--- src/rtl/scsi_stage_pkg.sv ---
`timescale 1ns/1ps
package scsi_stage_pkg;
  localparam int unsigned STAT_W       = 8;
  localparam int unsigned BIT_RX_LATCH = 7;
  localparam int unsigned BIT_TX_HOLD  = 6;
  localparam int unsigned BIT_TX_LATCH = 5;
endpackage

--- src/rtl/scsi_stage_reg.sv ---
`timescale 1ns/1ps
module scsi_stage_reg #(
  parameter int unsigned DATA_W = 8
) (
  input  logic              clk_i,
  input  logic              rst_ni,
  input  logic              flush_i,
  input  logic              in_valid_i,
  input  logic [DATA_W-1:0] in_data_i,
  output logic              in_ready_o,
  output logic              out_valid_o,
  output logic [DATA_W-1:0] out_data_o,
  input  logic              out_ready_i,
  output logic              full_o
);
  logic              full_q;
  logic [DATA_W-1:0] data_q;
  logic              take;

  assign in_ready_o  = !flush_i && (!full_q || out_ready_i);
  assign take        = in_valid_i && in_ready_o;
  assign out_valid_o = full_q;
  assign out_data_o  = data_q;
  assign full_o      = full_q;

  always_ff @(posedge clk_i or negedge rst_ni) begin
    if (!rst_ni) begin
      full_q <= 1'b0;
      data_q <= '0;
    end else if (flush_i) begin
      full_q <= 1'b0;
    end else if (take) begin
      full_q <= 1'b1;
      data_q <= in_data_i;
    end else if (out_ready_i) begin
      full_q <= 1'b0;
    end
  end

  p_keep_byte_r7: assert property (@(posedge clk_i) disable iff (!rst_ni)
    full_q && !out_ready_i && !flush_i |=> full_q && $stable(data_q));

  p_fill_on_take_r6: assert property (@(posedge clk_i) disable iff (!rst_ni)
    in_valid_i && in_ready_o |=> full_q);

  p_drain_r6: assert property (@(posedge clk_i) disable iff (!rst_ni)
    full_q && out_ready_i && !in_valid_i |=> !full_q);
endmodule

--- src/rtl/scsi_tx_stage.sv ---
`timescale 1ns/1ps
module scsi_tx_stage #(
  parameter int unsigned DATA_W = 8
) (
  input  logic              clk_i,
  input  logic              rst_ni,
  input  logic              flush_i,
  input  logic              sync_i,
  input  logic              dma_valid_i,
  input  logic [DATA_W-1:0] dma_data_i,
  output logic              dma_ready_o,
  output logic              scsi_valid_o,
  output logic [DATA_W-1:0] scsi_data_o,
  input  logic              scsi_ready_i,
  output logic              latch_full_o,
  output logic              hold_full_o
);
  logic              latch_valid, latch_out_ready, hold_in_ready, hold_valid;
  logic [DATA_W-1:0] latch_data, hold_data;

  // latch drains to the hold register in sync mode, to the bus otherwise
  assign latch_out_ready = sync_i ? hold_in_ready : scsi_ready_i;

  scsi_stage_reg #(.DATA_W(DATA_W)) u_latch (
    .clk_i, .rst_ni, .flush_i,
    .in_valid_i (dma_valid_i),
    .in_data_i  (dma_data_i),
    .in_ready_o (dma_ready_o),
    .out_valid_o(latch_valid),
    .out_data_o (latch_data),
    .out_ready_i(latch_out_ready),
    .full_o     (latch_full_o)
  );

  scsi_stage_reg #(.DATA_W(DATA_W)) u_hold (
    .clk_i, .rst_ni, .flush_i,
    .in_valid_i (sync_i && latch_valid),
    .in_data_i  (latch_data),
    .in_ready_o (hold_in_ready),
    .out_valid_o(hold_valid),
    .out_data_o (hold_data),
    .out_ready_i(scsi_ready_i),
    .full_o     (hold_full_o)
  );

  assign scsi_valid_o = sync_i ? hold_valid : latch_valid;
  assign scsi_data_o  = sync_i ? hold_data  : latch_data;

  p_hold_idle_async_r2: assert property (@(posedge clk_i) disable iff (!rst_ni)
    !sync_i |-> !hold_full_o);
endmodule

--- src/rtl/scsi_rx_stage.sv ---
`timescale 1ns/1ps
module scsi_rx_stage #(
  parameter int unsigned DATA_W = 8
) (
  input  logic              clk_i,
  input  logic              rst_ni,
  input  logic              flush_i,
  input  logic              sync_i,
  input  logic              scsi_valid_i,
  input  logic [DATA_W-1:0] scsi_data_i,
  output logic              scsi_ready_o,
  output logic              dma_valid_o,
  output logic [DATA_W-1:0] dma_data_o,
  input  logic              dma_ready_i,
  output logic              latch_full_o
);
  logic              latch_in_ready, latch_valid;
  logic [DATA_W-1:0] latch_data;

  scsi_stage_reg #(.DATA_W(DATA_W)) u_latch (
    .clk_i, .rst_ni, .flush_i,
    .in_valid_i (!sync_i && scsi_valid_i),
    .in_data_i  (scsi_data_i),
    .in_ready_o (latch_in_ready),
    .out_valid_o(latch_valid),
    .out_data_o (latch_data),
    .out_ready_i(dma_ready_i),
    .full_o     (latch_full_o)
  );

  // sync data bypasses the latch
  assign scsi_ready_o = sync_i ? dma_ready_i  : latch_in_ready;
  assign dma_valid_o  = sync_i ? scsi_valid_i : latch_valid;
  assign dma_data_o   = sync_i ? scsi_data_i  : latch_data;

  p_latch_idle_sync_r5: assert property (@(posedge clk_i) disable iff (!rst_ni)
    sync_i |-> !latch_full_o);
endmodule

--- src/rtl/scsi_stage_path.sv ---
`timescale 1ns/1ps
module scsi_stage_path
  import scsi_stage_pkg::*;
#(
  parameter int unsigned DATA_W = 8
) (
  input  logic              clk_i,
  input  logic              rst_ni,
  input  logic              flush_i,
  input  logic              sync_mode_i,
  output logic              sync_active_o,
  input  logic              dma_tx_valid_i,
  input  logic [DATA_W-1:0] dma_tx_data_i,
  output logic              dma_tx_ready_o,
  output logic              scsi_tx_valid_o,
  output logic [DATA_W-1:0] scsi_tx_data_o,
  input  logic              scsi_tx_ready_i,
  input  logic              scsi_rx_valid_i,
  input  logic [DATA_W-1:0] scsi_rx_data_i,
  output logic              scsi_rx_ready_o,
  output logic              dma_rx_valid_o,
  output logic [DATA_W-1:0] dma_rx_data_o,
  input  logic              dma_rx_ready_i,
  output logic [STAT_W-1:0] status_o
);
  logic sync_q, all_empty, mode_idle;
  logic tx_latch_full, tx_hold_full, rx_latch_full;

  assign all_empty = !(tx_latch_full || tx_hold_full || rx_latch_full);
  assign mode_idle = all_empty && !dma_tx_valid_i && !scsi_rx_valid_i;

  always_ff @(posedge clk_i or negedge rst_ni) begin
    if (!rst_ni)        sync_q <= 1'b0;
    else if (mode_idle) sync_q <= sync_mode_i;
  end
  assign sync_active_o = sync_q;

  scsi_tx_stage #(.DATA_W(DATA_W)) u_tx (
    .clk_i, .rst_ni, .flush_i,
    .sync_i      (sync_q),
    .dma_valid_i (dma_tx_valid_i),
    .dma_data_i  (dma_tx_data_i),
    .dma_ready_o (dma_tx_ready_o),
    .scsi_valid_o(scsi_tx_valid_o),
    .scsi_data_o (scsi_tx_data_o),
    .scsi_ready_i(scsi_tx_ready_i),
    .latch_full_o(tx_latch_full),
    .hold_full_o (tx_hold_full)
  );

  scsi_rx_stage #(.DATA_W(DATA_W)) u_rx (
    .clk_i, .rst_ni, .flush_i,
    .sync_i      (sync_q),
    .scsi_valid_i(scsi_rx_valid_i),
    .scsi_data_i (scsi_rx_data_i),
    .scsi_ready_o(scsi_rx_ready_o),
    .dma_valid_o (dma_rx_valid_o),
    .dma_data_o  (dma_rx_data_o),
    .dma_ready_i (dma_rx_ready_i),
    .latch_full_o(rx_latch_full)
  );

  always_comb begin
    status_o               = '0;
    status_o[BIT_RX_LATCH] = rx_latch_full;
    status_o[BIT_TX_HOLD]  = tx_hold_full;
    status_o[BIT_TX_LATCH] = tx_latch_full;
  end

  p_mode_from_empty_r9: assert property (@(posedge clk_i) disable iff (!rst_ni)
    !$stable(sync_q) |-> $past(all_empty));

  p_flush_empties_r8: assert property (@(posedge clk_i) disable iff (!rst_ni)
    flush_i |=> status_o[7:5] == 3'b000 && !scsi_tx_valid_o);
endmodule

--- config.mk ---
export PLATFORM = sky130hd
export DESIGN_NAME = scsi_stage_path
export DESIGN_NICKNAME = d
export VERILOG_FILES = /design/src/rtl/scsi_stage_pkg.sv /design/src/rtl/scsi_stage_reg.sv /design/src/rtl/scsi_tx_stage.sv /design/src/rtl/scsi_rx_stage.sv /design/src/rtl/scsi_stage_path.sv
export SDC_FILE = /design/constraint.sdc
export NUM_CORES = 1
export LEC_CHECK = 0
export BUFFER_PORTS_ARGS = -buffer_cell sky130_fd_sc_hd__buf_2
export CAP_MARGIN = 20
export CORE_MARGIN = 3
export CORE_UTILIZATION = 43
export DETAILED_ROUTE_END_ITERATION = 8
export GPL_ROUTABILITY_DRIVEN = 0
export PLACE_DENSITY = 0.85
export SYNTH_ARGS = -nofsm -noshare
export SYNTH_HDL_FRONTEND = slang
export SYNTH_SLANG_ARGS = --single-unit
--- constraint.sdc ---
create_clock -name clk_i -period 1.5 [get_ports clk_i]
set_input_delay 0.15 -clock clk_i [delete_from_list [all_inputs] [get_ports clk_i]]
set_output_delay 0.15 -clock clk_i [all_outputs]
set_load 0.02 [all_outputs]
== After elaboration in Yosys (flattened, before gate mapping) ==
Index checks and enable logic that the tools add are counted.

* Bitwise operators: 1
* Mux-type cells: 15
* Reduce and logical (&&, ||, !) cells: 29

{| class="wikitable"
|+ Operators by type and width
! kind !! count
|-
| 8-bit two-way mux || 2
|-
| 1-bit two-way mux || 13
|-
| 1-bit logical AND || 10
|-
| 3-bit nonzero test || 3
|-
| 1-bit zero test || 8
|-
| 2-bit AND reduction || 3
|-
| 1-bit logical OR || 5
|-
| 1-bit NOT || 1
|}

* Bits in registers: 28
* Bits of input ports: 24
* Logic and storage cells: 52
* Output and inout port bits: 29

== Longest topological paths before layout ==
Gate-level depths: netlist (run 1).

* Depth in word-level cells: 9
* Gate-level depth with buffers: 4
* Gate-level depth less buffers: 3

== By module ==
A second synthesis (run 1) with hierarchy kept.

* Cell total of the unflattened synthesis: 106
* Area, all modules: 1,542.7 sq um

{| class="wikitable"
|+ By module, submodules not included
! module !! cells an instance !! times used !! area an instance (sq um) !! sequential area each (sq um)
|-
| scsi_stage_reg || 23 || 3 || 366.6 || 225.2
|-
| scsi_rx_stage || 12 || 1 || 166.4 || 0.0
|-
| scsi_tx_stage || 12 || 1 || 165.2 || 0.0
|-
| scsi_stage_path || 13 || 1 || 111.4 || 25.0
|}

== Least setup slack after synthesis (run 1) ==
OpenSTA, ideal clock, no wires.

* Kind: reg-to-reg
* Start: register sync_q (netlist: sync_active_o)
* End: register u_tx.u_latch.data_q[0] (netlist: u_tx.u_latch.out_data_o[0])
* Buffers on the path: 0
* Required time: 1.375 ns
* Setup slack: -0.116 ns
* Arrival time: 1.491 ns
* Cell stages (with the launch flop): 4
* Setup time: 0.125 ns
* Clock period less this slack: 1.616 ns
* Cell sequence: dfrtp_1 nand2b_1 a311oi_4 mux2_2

* Cells in the longest elaborated chain, start to end: 5

{| class="wikitable"
|+ Ends and longest elaborated chain
! element !! line !! RTL
|-
| from (decl) || scsi_stage_path.sv:26 || <nowiki>logic sync_q, all_empty, mode_idle;</nowiki>
|-
| from (signal assigned) || scsi_stage_path.sv:34 || <nowiki>else if (mode_idle) sync_q <= sync_mode_i;</nowiki>
|-
| 1-bit two-way mux || scsi_tx_stage.sv:22 || <nowiki>assign latch_out_ready = sync_i ? hold_in_ready : scsi_ready_i;</nowiki>
|-
| 1-bit logical OR || scsi_stage_reg.sv:20 || <nowiki>assign in_ready_o = !flush_i && (!full_q || out_ready_i);</nowiki>
|-
| 1-bit logical AND || scsi_stage_reg.sv:20 ||
|-
| 1-bit logical AND || scsi_stage_reg.sv:21 || <nowiki>assign take = in_valid_i && in_ready_o;</nowiki>
|-
| 2-bit AND reduction (no source line) || - ||
|-
| to (signal assigned) || scsi_stage_reg.sv:34 || <nowiki>data_q <= in_data_i;</nowiki>
|-
| to (decl) || scsi_stage_reg.sv:17 || <nowiki>logic [DATA_W-1:0] data_q;</nowiki>
|}

Every way passes these cells.
A chain may end at the register's enable or synchronous reset.

== Worst setup path after layout (run 1) ==
* Start: register sync_q (netlist: sync_active_o)
* End: output port scsi_tx_data_o[0]

* Cells in the longest elaborated chain, start to end: 1

{| class="wikitable"
|+ Ends and longest elaborated chain
! element !! line !! RTL
|-
| 8-bit two-way mux || scsi_tx_stage.sv:47 || <nowiki>assign scsi_data_o = sync_i ? hold_data : latch_data;</nowiki>
|-
| to (decl) || scsi_stage_path.sv:16 || <nowiki>output logic [DATA_W-1:0] scsi_tx_data_o,</nowiki>
|}

Every way passes these cells.

==> qor.yml, run 1 <==
status: "complete, but fails checks"
violations: "setup timing"
syn_area_per_cell_sq_um: 13.51
dr.pass1.iters: 4
track_usage: 0.1515
drtIter0Drc: 20
rows: 20
yosysSeqAreaShare: 0.5036
area_delta_synth_final_pct: 35.70
ys_warn_count: 0
hpwl_mm: 2.060
min_path_cells: 2
p_per_area_nw_per_um2: 1604
viasPerCell: 5.035
maxCapViolations: 0
htreeDepth: 1
clkLatencyLatePin_ps: 330
nNetsFinal: 181
die_h_um: 62.88
rrSetupSlack_ps: -90
grt_pass1_vias: 990
vias: 1007
ant_nets: 0
vdd_drop_max_mv: 0.8558
drc: 0
die_area_sq_um: 3954
hp-class: "in2reg"
start_util: 0.4520
cts_num_sinks: 28
totalWireLength_mm: 3.126
syn-instance-count: 103
worst-r2r-cell-count: 5
pin_count: 53
hold_violations: 0
stdcell_area_sq_um: 1888
slew_headroom: 0.5848
layout_min_cycle_time_ps: 1625
fin_ws_ps: -124.6
grt_start_max_net_pins: 29
worst_pin_slew_ps: 622.7
ctsLongestPathBuffers: 2
grt_antenna_before_repair: 0
setup_viol: 28
dieWidth_um: 62.88
cts_tree: "built"
final_common_cell: "buf_2"
syn_area_sq_um: 1391
path_class: "reg2out"
final_max_slew_viol_count: 0
detail_route.wl_per_cell_um: 15.63
cts_made_buffers: 3
stdcell_count: 200
ys_seq_elements: 28
cp.required_ps: 1350
leakage_nw: 0.8959
fmax_mhz: 615.5
place_area_sq_um: 1678
clockRootBuffer: "clkbuf_4"
skew_ps: 1.620
crit_path_start_kind: "register"
core_sq_um: 3078
numPortBuffers: 47
dp.cells: 191
critPathMaxFanout: 10
grt_pass1_wl_mm: 4.830
cts.clk_slew.worst_paths_ps: 150
antenna_cells: 0
grt.overflow.total: 0
endpoint_kind: "output pin"
drive_gt1_frac: 0.7179
synthDistinctLibCells: 19
rsz0062_at_grt: "yes"
final_cell_mix: "buf_2 (40), mux2_2 (35), dfrtp_1 (27)"
min_period_over_period: 1.083
worstPathArrival_ps: 1470
[repair_timing]
item	in CTS	in global routing
hold endpoints to repair	28	0
setup buffers	2	0
gates cloned	1	1
gates resized for setup	16	17
setup endpoints to repair	19	45
hold buffers	1	0
[critical path, stage by stage, from the launching register on]
cell and delay (ps):
dfrtp_2 470, buf_12 150, mux2_2 350, buf_2 160
[area by class of cell]
type                       instances  area, sq um
sequential                        28        701.9
timing repair buffer              57        380.4
tap                               44        55.05
fill                             256         1190
inverter                           3        11.26
clock inverter                     1        30.03
clock buffer                       3        22.52
multi-input combinational         64        686.9
[state kept, by name, summed over array words and instances (netlist names)]
| name | flops |
|---|---|
| u_rx.u_latch.out_data_o | 8 |
| u_tx.u_latch.full_o | 1 |
| u_tx.u_hold.out_data_o | 8 |
| u_tx.u_latch.out_data_o | 8 |
| u_rx.u_latch.full_o | 1 |
| sync_active_o | 1 |
| u_tx.u_hold.full_o | 1 |
[Yosys cell counts]
cell,count,area [sq um]
mux2_2,42,473.0
dfrtp_1,28,700.7
buf_4,8,60.06
inv_1,3,11.26
nand2b_1,3,18.77
nor2_1,3,11.26
a31oi_1,2,12.51
buf_1,2,7.510
buf_2,2,10.01
a21oi_1,1,5.000
a2bb2oi_1,1,8.760
a311oi_4,1,26.28
a31o_2,1,8.760
and4b_1,1,10.01
conb_1,1,3.750
nand3_1,1,5.000
nor4_1,1,6.260
o21ai_0,1,5.000
o21bai_1,1,7.510
[metal layers]
| metal | part of all wire | vias up | global-route usage |
|---|---|---|---|
| met3 | 0.046 | 6 | 0.04856 |
| met4 | 0.021 | 0 | 0.02479 |
| li1 | - | 464 | - |
| met1 | 0.39 | 505 | 0.1759 |
| met5 | 0 | - | 0 |
| met2 | 0.54 | 32 | 0.2740 |
[logic make-up after synthesis]
| family | count (synthesis) | share of synthesized area |
|---|---|---|
| AND/OR/NAND/NOR | 9 | 0.03687 |
| buffers and inverters | 15 | 0.06385 |
| multiplexers | 42 | 0.3399 |
| other | 1 | 0.002695 |
| flip-flops | 28 | 0.5036 |
| AO/OA/AOI/OAI | 8 | 0.05306 |
[power by group]
part / total, mW / internal [mW] / switching, mW / leakage [nW]
combinational: 1.38 / 0.737 / 0.643 / 0.533
clock: 0.499 / 0.270 / 0.228 / 0.0279
sequential: 1.15 / 0.995 / 0.155 / 0.335
total: 3.03 / 2.00 / 1.03 / 0.896
[final timing paths]
| path | startpoint | endpoint |
|---|---|---|
| max | sync_active_o | scsi_tx_data_o[0] |
| min | dma_tx_data_i[1] | u_tx.u_latch.out_data_o[1] |
| max reg2reg | sync_active_o | u_tx.u_latch.out_data_o[0] |
| min reg2reg | u_tx.u_hold.out_data_o[1] | u_tx.u_hold.out_data_o[1] |
| max in group asynchronous | rst_ni | sync_active_o |
| min in group asynchronous | rst_ni | u_tx.u_latch.out_data_o[6] |
[through the flow]
step,power [mW],setup WS [ps],setup TNS (ps),hold WS [ps],util
6_report,3.029,-124.6,-2246,37.03,0.6134
5_1_grt,3.194,-181.7,-4049,15.40,0.6134
4_1_cts,2.946,-110.2,-2285,29.36,0.5890
3_5_place_dp,2.334,13.40,0,198.2,0.5451
3_3_place_gp,2.287,64.69,0,191.4,0.5451
2_1_floorplan,1.973,38.48,0,-145.6,-
Power figures use the tool's default switching activity.
==> run 2: changes to the inputs <==
Settings changed: PLACE_DENSITY 0.85 to 0.75.
==> run 2 against run 1 <==
The run still ends with setup timing left. Sequential power about the same. Power fell by 9.3%. Die area is the same. Fmax rose by 2.0%. Critical path depth grew 2. Highest routed layer unchanged.
==> qor.yml, run 2 (synthesized netlist as in run 1, its figures left out) <==
status: "complete, but fails checks"
violations: "setup timing"
area_delta_synth_final_pct: 29.23
grt.overflow.total: 0
hpwl_mm: 2.096
track_usage: 0.1514
grt_start_max_net_pins: 29
antenna_cells: 0
cts_made_buffers: 3
p_per_area_nw_per_um2: 1528
switching_power_mw: 0.9887
htreeDepth: 1
maxCapViolations: 0
layout_min_cycle_time_ps: 1593
r2r_start: "sync_active_o"
fmax_mhz: 627.7
final_common_cell: "buf_2"
die_h_um: 62.88
die_area_sq_um: 3954
totalWireLength_mm: 2.889
drive_gt1_frac: 0.7032
hp-start: "dma_tx_data_i[0]"
whs_ps: 17.78
path_class: "reg2reg"
skew_ps: 14.03
grt_pass1_vias: 1017
crit_path_start_kind: "register"
comb_power_share: 0.448
slew_headroom: 0.5887
pwr-share-seq: 0.412
cts.clk_slew.worst_paths_ps: 160
pin_count: 53
clock_power_share: 0.140
crit_chain: "buf_4, nand2b_4, a311oi_4, buf_12, mux2_2"
grt_antenna_before_repair: 0
drc: 0
core_sq_um: 3078
grt_pass1_wl_mm: 4.643
detail_route.wl_per_cell_um: 14.52
p_int_mw: 1.759
setup_viol: 28
cts_num_sinks: 28
nNetsFinal: 180
start_util: 0.4520
clockRootBuffer: "clkbuf_4"
clkLatencyLatePin_ps: 350
cp.required_ps: 1740
leakage_nw: 0.8470
rows: 20
worstPathArrival_ps: 1830
worst_pin_slew_ps: 616.9
hp-class: "in2reg"
fin_ws_ps: -93.10
p_total_mw: 2.748
dr.pass1.iters: 2
viasPerCell: 4.844
final_max_slew_viol_count: 0
critPathSlowestCell: "dfrtp_2"
rsz0062_at_grt: "yes"
critPathMaxStageDelay_ps: 420
cts_tree: "built"
vdd_drop_max_mv: 0.5951
hold_violations: 0
ant_nets: 0
drtIter0Drc: 19
numPortBuffers: 47
final_cell_mix: "buf_2 (45), mux2_2 (42), dfrtp_1 (27)"
ctsLongestPathBuffers: 2
crit_start: "sync_active_o"
vias: 964
dieWidth_um: 62.88
post-place-ws_ps: 33.32
endpoint_kind: "register"
min_period_over_period: 1.062
critPathMaxFanout: 8
switching_share: 0.3598
[run 2: cell type report]
class / instances / area (sq um)
tap: 44 / 55.05
inverter: 3 / 11.26
fill: 273 / 1280
sequential: 28 / 701.9
timing repair buffer: 56 / 337.8
clock buffer: 4 / 36.28
multi-input combinational: 64 / 655.6
[run 2: stage by stage]
stage                     utilization  TNS, ps  std cells  area [sq um]
after global placement         0.5476        0        192          1685
after CTS                      0.5683    -2157        198          1749
after global routing           0.5841    -3590        199          1798
after floorplan                     -        0        107          1415
after detailed placement       0.5476        0        192          1685
final                          0.5841    -1859        199          1798
[run 2: power by group through the flow]
stage | combinational (mW) | clock, mW | sequential [mW]
6_report | 1.23 | 0.385 | 1.13
5_1_grt | 1.32 | 0.427 | 1.16
4_1_cts | 1.22 | 0.397 | 1.13
3_5_place_dp | 1.17 | 0 | 1.15
3_3_place_gp | 1.15 | 0 | 1.13
2_1_floorplan | 0.858 | 0 | 1.11
[run 2: final timing paths]
kind	end	slack (ps)	cells after the start
worst max-delay path	u_tx.u_latch.out_data_o[1]	-90	5
worst min-delay path	u_tx.u_latch.out_data_o[0]	20	2
worst max register to register	u_tx.u_latch.out_data_o[1]	-90	5
worst min register to register	u_rx.u_latch.out_data_o[0]	520	1
max in group asynchronous	sync_active_o	740	2
min in group asynchronous	u_tx.u_latch.full_o	330	2
[run 2: critical path, delay by kind of cell, from the launching register on]
kind | cells | cell delay, ps
flops | 1 | 420
buf+inv | 2 | 330
mux | 1 | 330
compound gates | 1 | 310
simple gates | 1 | 80
[run 2: per-layer routing]
metal  GRT usage  vias to the layer above  routed length, um
met3     0.03597                        5                164
li1            -                      457                  -
met2      0.2596                       32               1458
met1      0.1753                      470               1209
met4     0.07438                        0                 57
met5           0                        -                  0
[run 2: timing repair]
action                                 CTS  global route
buffers inserted                         1             0
hold buffers                             1             0
gates cloned                             0             1
setup endpoints to repair               23            35
endpoints found under the hold margin   28             0
gates resized for setup                  3             8
pin swaps                                0             1
==> run 3: changes to the inputs <==
Settings changed: ABC_AREA set to 1, CORE_UTILIZATION 43 to 44.
==> run 3 against run 2 <==
The run now ends clean. Fmax grew 6.6%. Sequential share of layout area shrank 3.9 points. Via count grew 35%. Synthesized area grew 9.6%. Clock power shrank 26%. Design area grew 11%. Die area grew 6.4%. Utilization grew 4.5 points. Count of clock-buffer cells in the layout shrank 1.
==> qor.yml, run 3 <==
status: "finished, final reports clean"
synthArstFlopShare: 1.000
die_area_sq_um: 4209
worst_pin_slew_ps: 605.1
crit_chain: "clkinv_4, a21oi_2, a21oi_2, buf_4"
antenna_cells: 0
cts_tree: "built"
cpMostUsedCell: "a21oi_2"
layout_min_cycle_time_ps: 1495
vdd_drop_max_mv: 0.5783
cp.required_ps: 1350
synth_edf_count: 0
drc: 0
clkLatencyLatePin_ps: 310
ys_warn_count: 0
hp-start: "dma_tx_data_i[0]"
rsz0062_at_grt: "yes"
synth_ff_type: "dfrtp_1"
fin_ws_ps: 5.310
multi_input_comb_area_sq_um: 711.9
final_common_cell: "nand2_1"
p_total_mw: 2.865
syn_area_per_cell_sq_um: 8.473
p_per_area_nw_per_um2: 1433
ys_seq_elements: 28
ctsLongestPathBuffers: 2
slew_headroom: 0.5966
skew_ps: 1.135
cts.clk_slew.worst_paths_ps: 130
start_util: 0.4799
numPortBuffers: 47
rows: 20
cts_num_sinks: 28
post-place-ws_ps: 225.3
synth_common_cells: "nand2_1 (45), dfrtp_1 (28), inv_1 (21), o21ai_0 (19)"
totalWireLength_mm: 3.227
maxCapViolations: 0
core_sq_um: 3178
nNetsFinal: 255
syn_area_sq_um: 1525
track_usage: 0.1467
grt_antenna_before_repair: 0
area_delta_synth_final_pct: 31.09
final_max_slew_viol_count: 0
yosysSeqAreaShare: 0.4594
yosysMostFrequentCell: "nand2_1"
worst-r2r-cell-count: 8
ant_nets: 0
fmax_mhz: 669.0
drive_gt1_frac: 0.4410
n_fill_cell: 311
vias: 1304
grt_pass1_vias: 1171
synth_top_area_share: 0.4594
layout.area.seq_sq_um: 701.9
dieWidth_um: 64.88
path_class: "reg2out"
grt.overflow.total: 0
hp-class: "in2reg"
htreeDepth: 1
fin_setup_tns_ps: 0
detail_route.wl_per_cell_um: 11.82
crit_path_start_kind: "register"
viasPerCell: 4.777
hold_violations: 0
cts_made_buffers: 3
pin_count: 53
grt_pass1_wl_mm: 4.892
min_path_cells: 3
rrSetupSlack_ps: 130
worstPathArrival_ps: 1340
min_to: "u_tx.u_latch.out_data_o[0]"
die_h_um: 64.88
final_cell_mix: "nand2_1 (40), buf_2 (33), dfrtp_1 (27)"
r2r_start: "sync_active_o"
dr.pass1.iters: 4
leakage_nw: 1.024
critPathSlowestCell: "dfrtp_2"
hpwl_mm: 2.147
r2r_end: "u_tx.u_latch.out_data_o[2]"
min_period_over_period: 0.9965
synth.area.top_cells: "dfrtp_1 (46%), nand2_1 (11%), o21ai_0 (6.2%)"
critPathMaxStageDelay_ps: 440
clockRootBuffer: "clkbuf_4"
setup_viol: 0
critPathMaxFanout: 5
syn-instance-count: 180
endpoint_kind: "output pin"
drtIter0Drc: 68
grt_start_max_net_pins: 29
yosysTopAreaCell: "dfrtp_1"
synthDistinctLibCells: 28
run 3: area by class of cell:
type                       instances  share of cell area
sequential                        28              0.3511
tap                               44             0.02753
clock buffer                       3             0.01126
timing repair buffer              57              0.2084
multi-input combinational        118              0.3561
inverter                          23             0.04568
run 3: kinds of logic after synthesis:
logic type | count (synthesis) | synth area share
flops | 28 | 0.4594
simple gates | 72 | 0.2395
compound gates | 41 | 0.1624
other cells | 1 | 0.002459
buf+inv | 38 | 0.1362
run 3: worst max-delay path by stage:
stage	from	endpoint	cells past startpoint
after global placement	sync_active_o	u_rx.u_latch.out_data_o[6]	4
after global routing	sync_active_o	dma_rx_data_o[7]	4
after CTS	sync_active_o	dma_rx_data_o[7]	4
final	sync_active_o	dma_tx_ready_o	4
after detailed placement	sync_active_o	u_rx.u_latch.out_data_o[6]	4
after floorplan	sync_active_o	dma_rx_data_o[3]	4
run 3: repair_timing:
item,CTS,global route
resized for setup,18,45
setup buffers,1,3
hold endpoints to repair,28,0
endpoints found under the setup margin,13,23
gates cloned,0,2
hold buffers,1,0
pin swaps,1,5
run 3: through the flow:
step / area [sq um] / cells / hold WS, ps / utilization
floorplan: 1540 / 184 / -145.6 / -
global placement: 1734 / 263 / 195.2 / 0.5457
detailed placement: 1734 / 263 / 192.2 / 0.5457
CTS: 1803 / 268 / 58.63 / 0.5673
global route: 1999 / 273 / 66.57 / 0.6291
finish: 1999 / 273 / 74.14 / 0.6291
run 3: power by group:
group	internal, mW	switching, mW
registers	0.984	0.129
logic	0.644	0.826
clock network	0.0939	0.189
total	1.72	1.14
run 3: layer usage:
metal | GRT usage | up-vias | share of wire
met4 | 0.02375 | 0 | 0.0043
met2 | 0.2695 | 38 | 0.51
li1 | - | 672 | -
met1 | 0.1741 | 592 | 0.42
met5 | 0 | - | 0
met3 | 0.03640 | 2 | 0.061
run 3: critical path, delay by kind of cell, from the launching register on:
family / cells / cell delay (ps)
AOI/OAI and AO/OA: 2 / 320
DFF: 1 / 440
buffers and inverters: 2 / 280
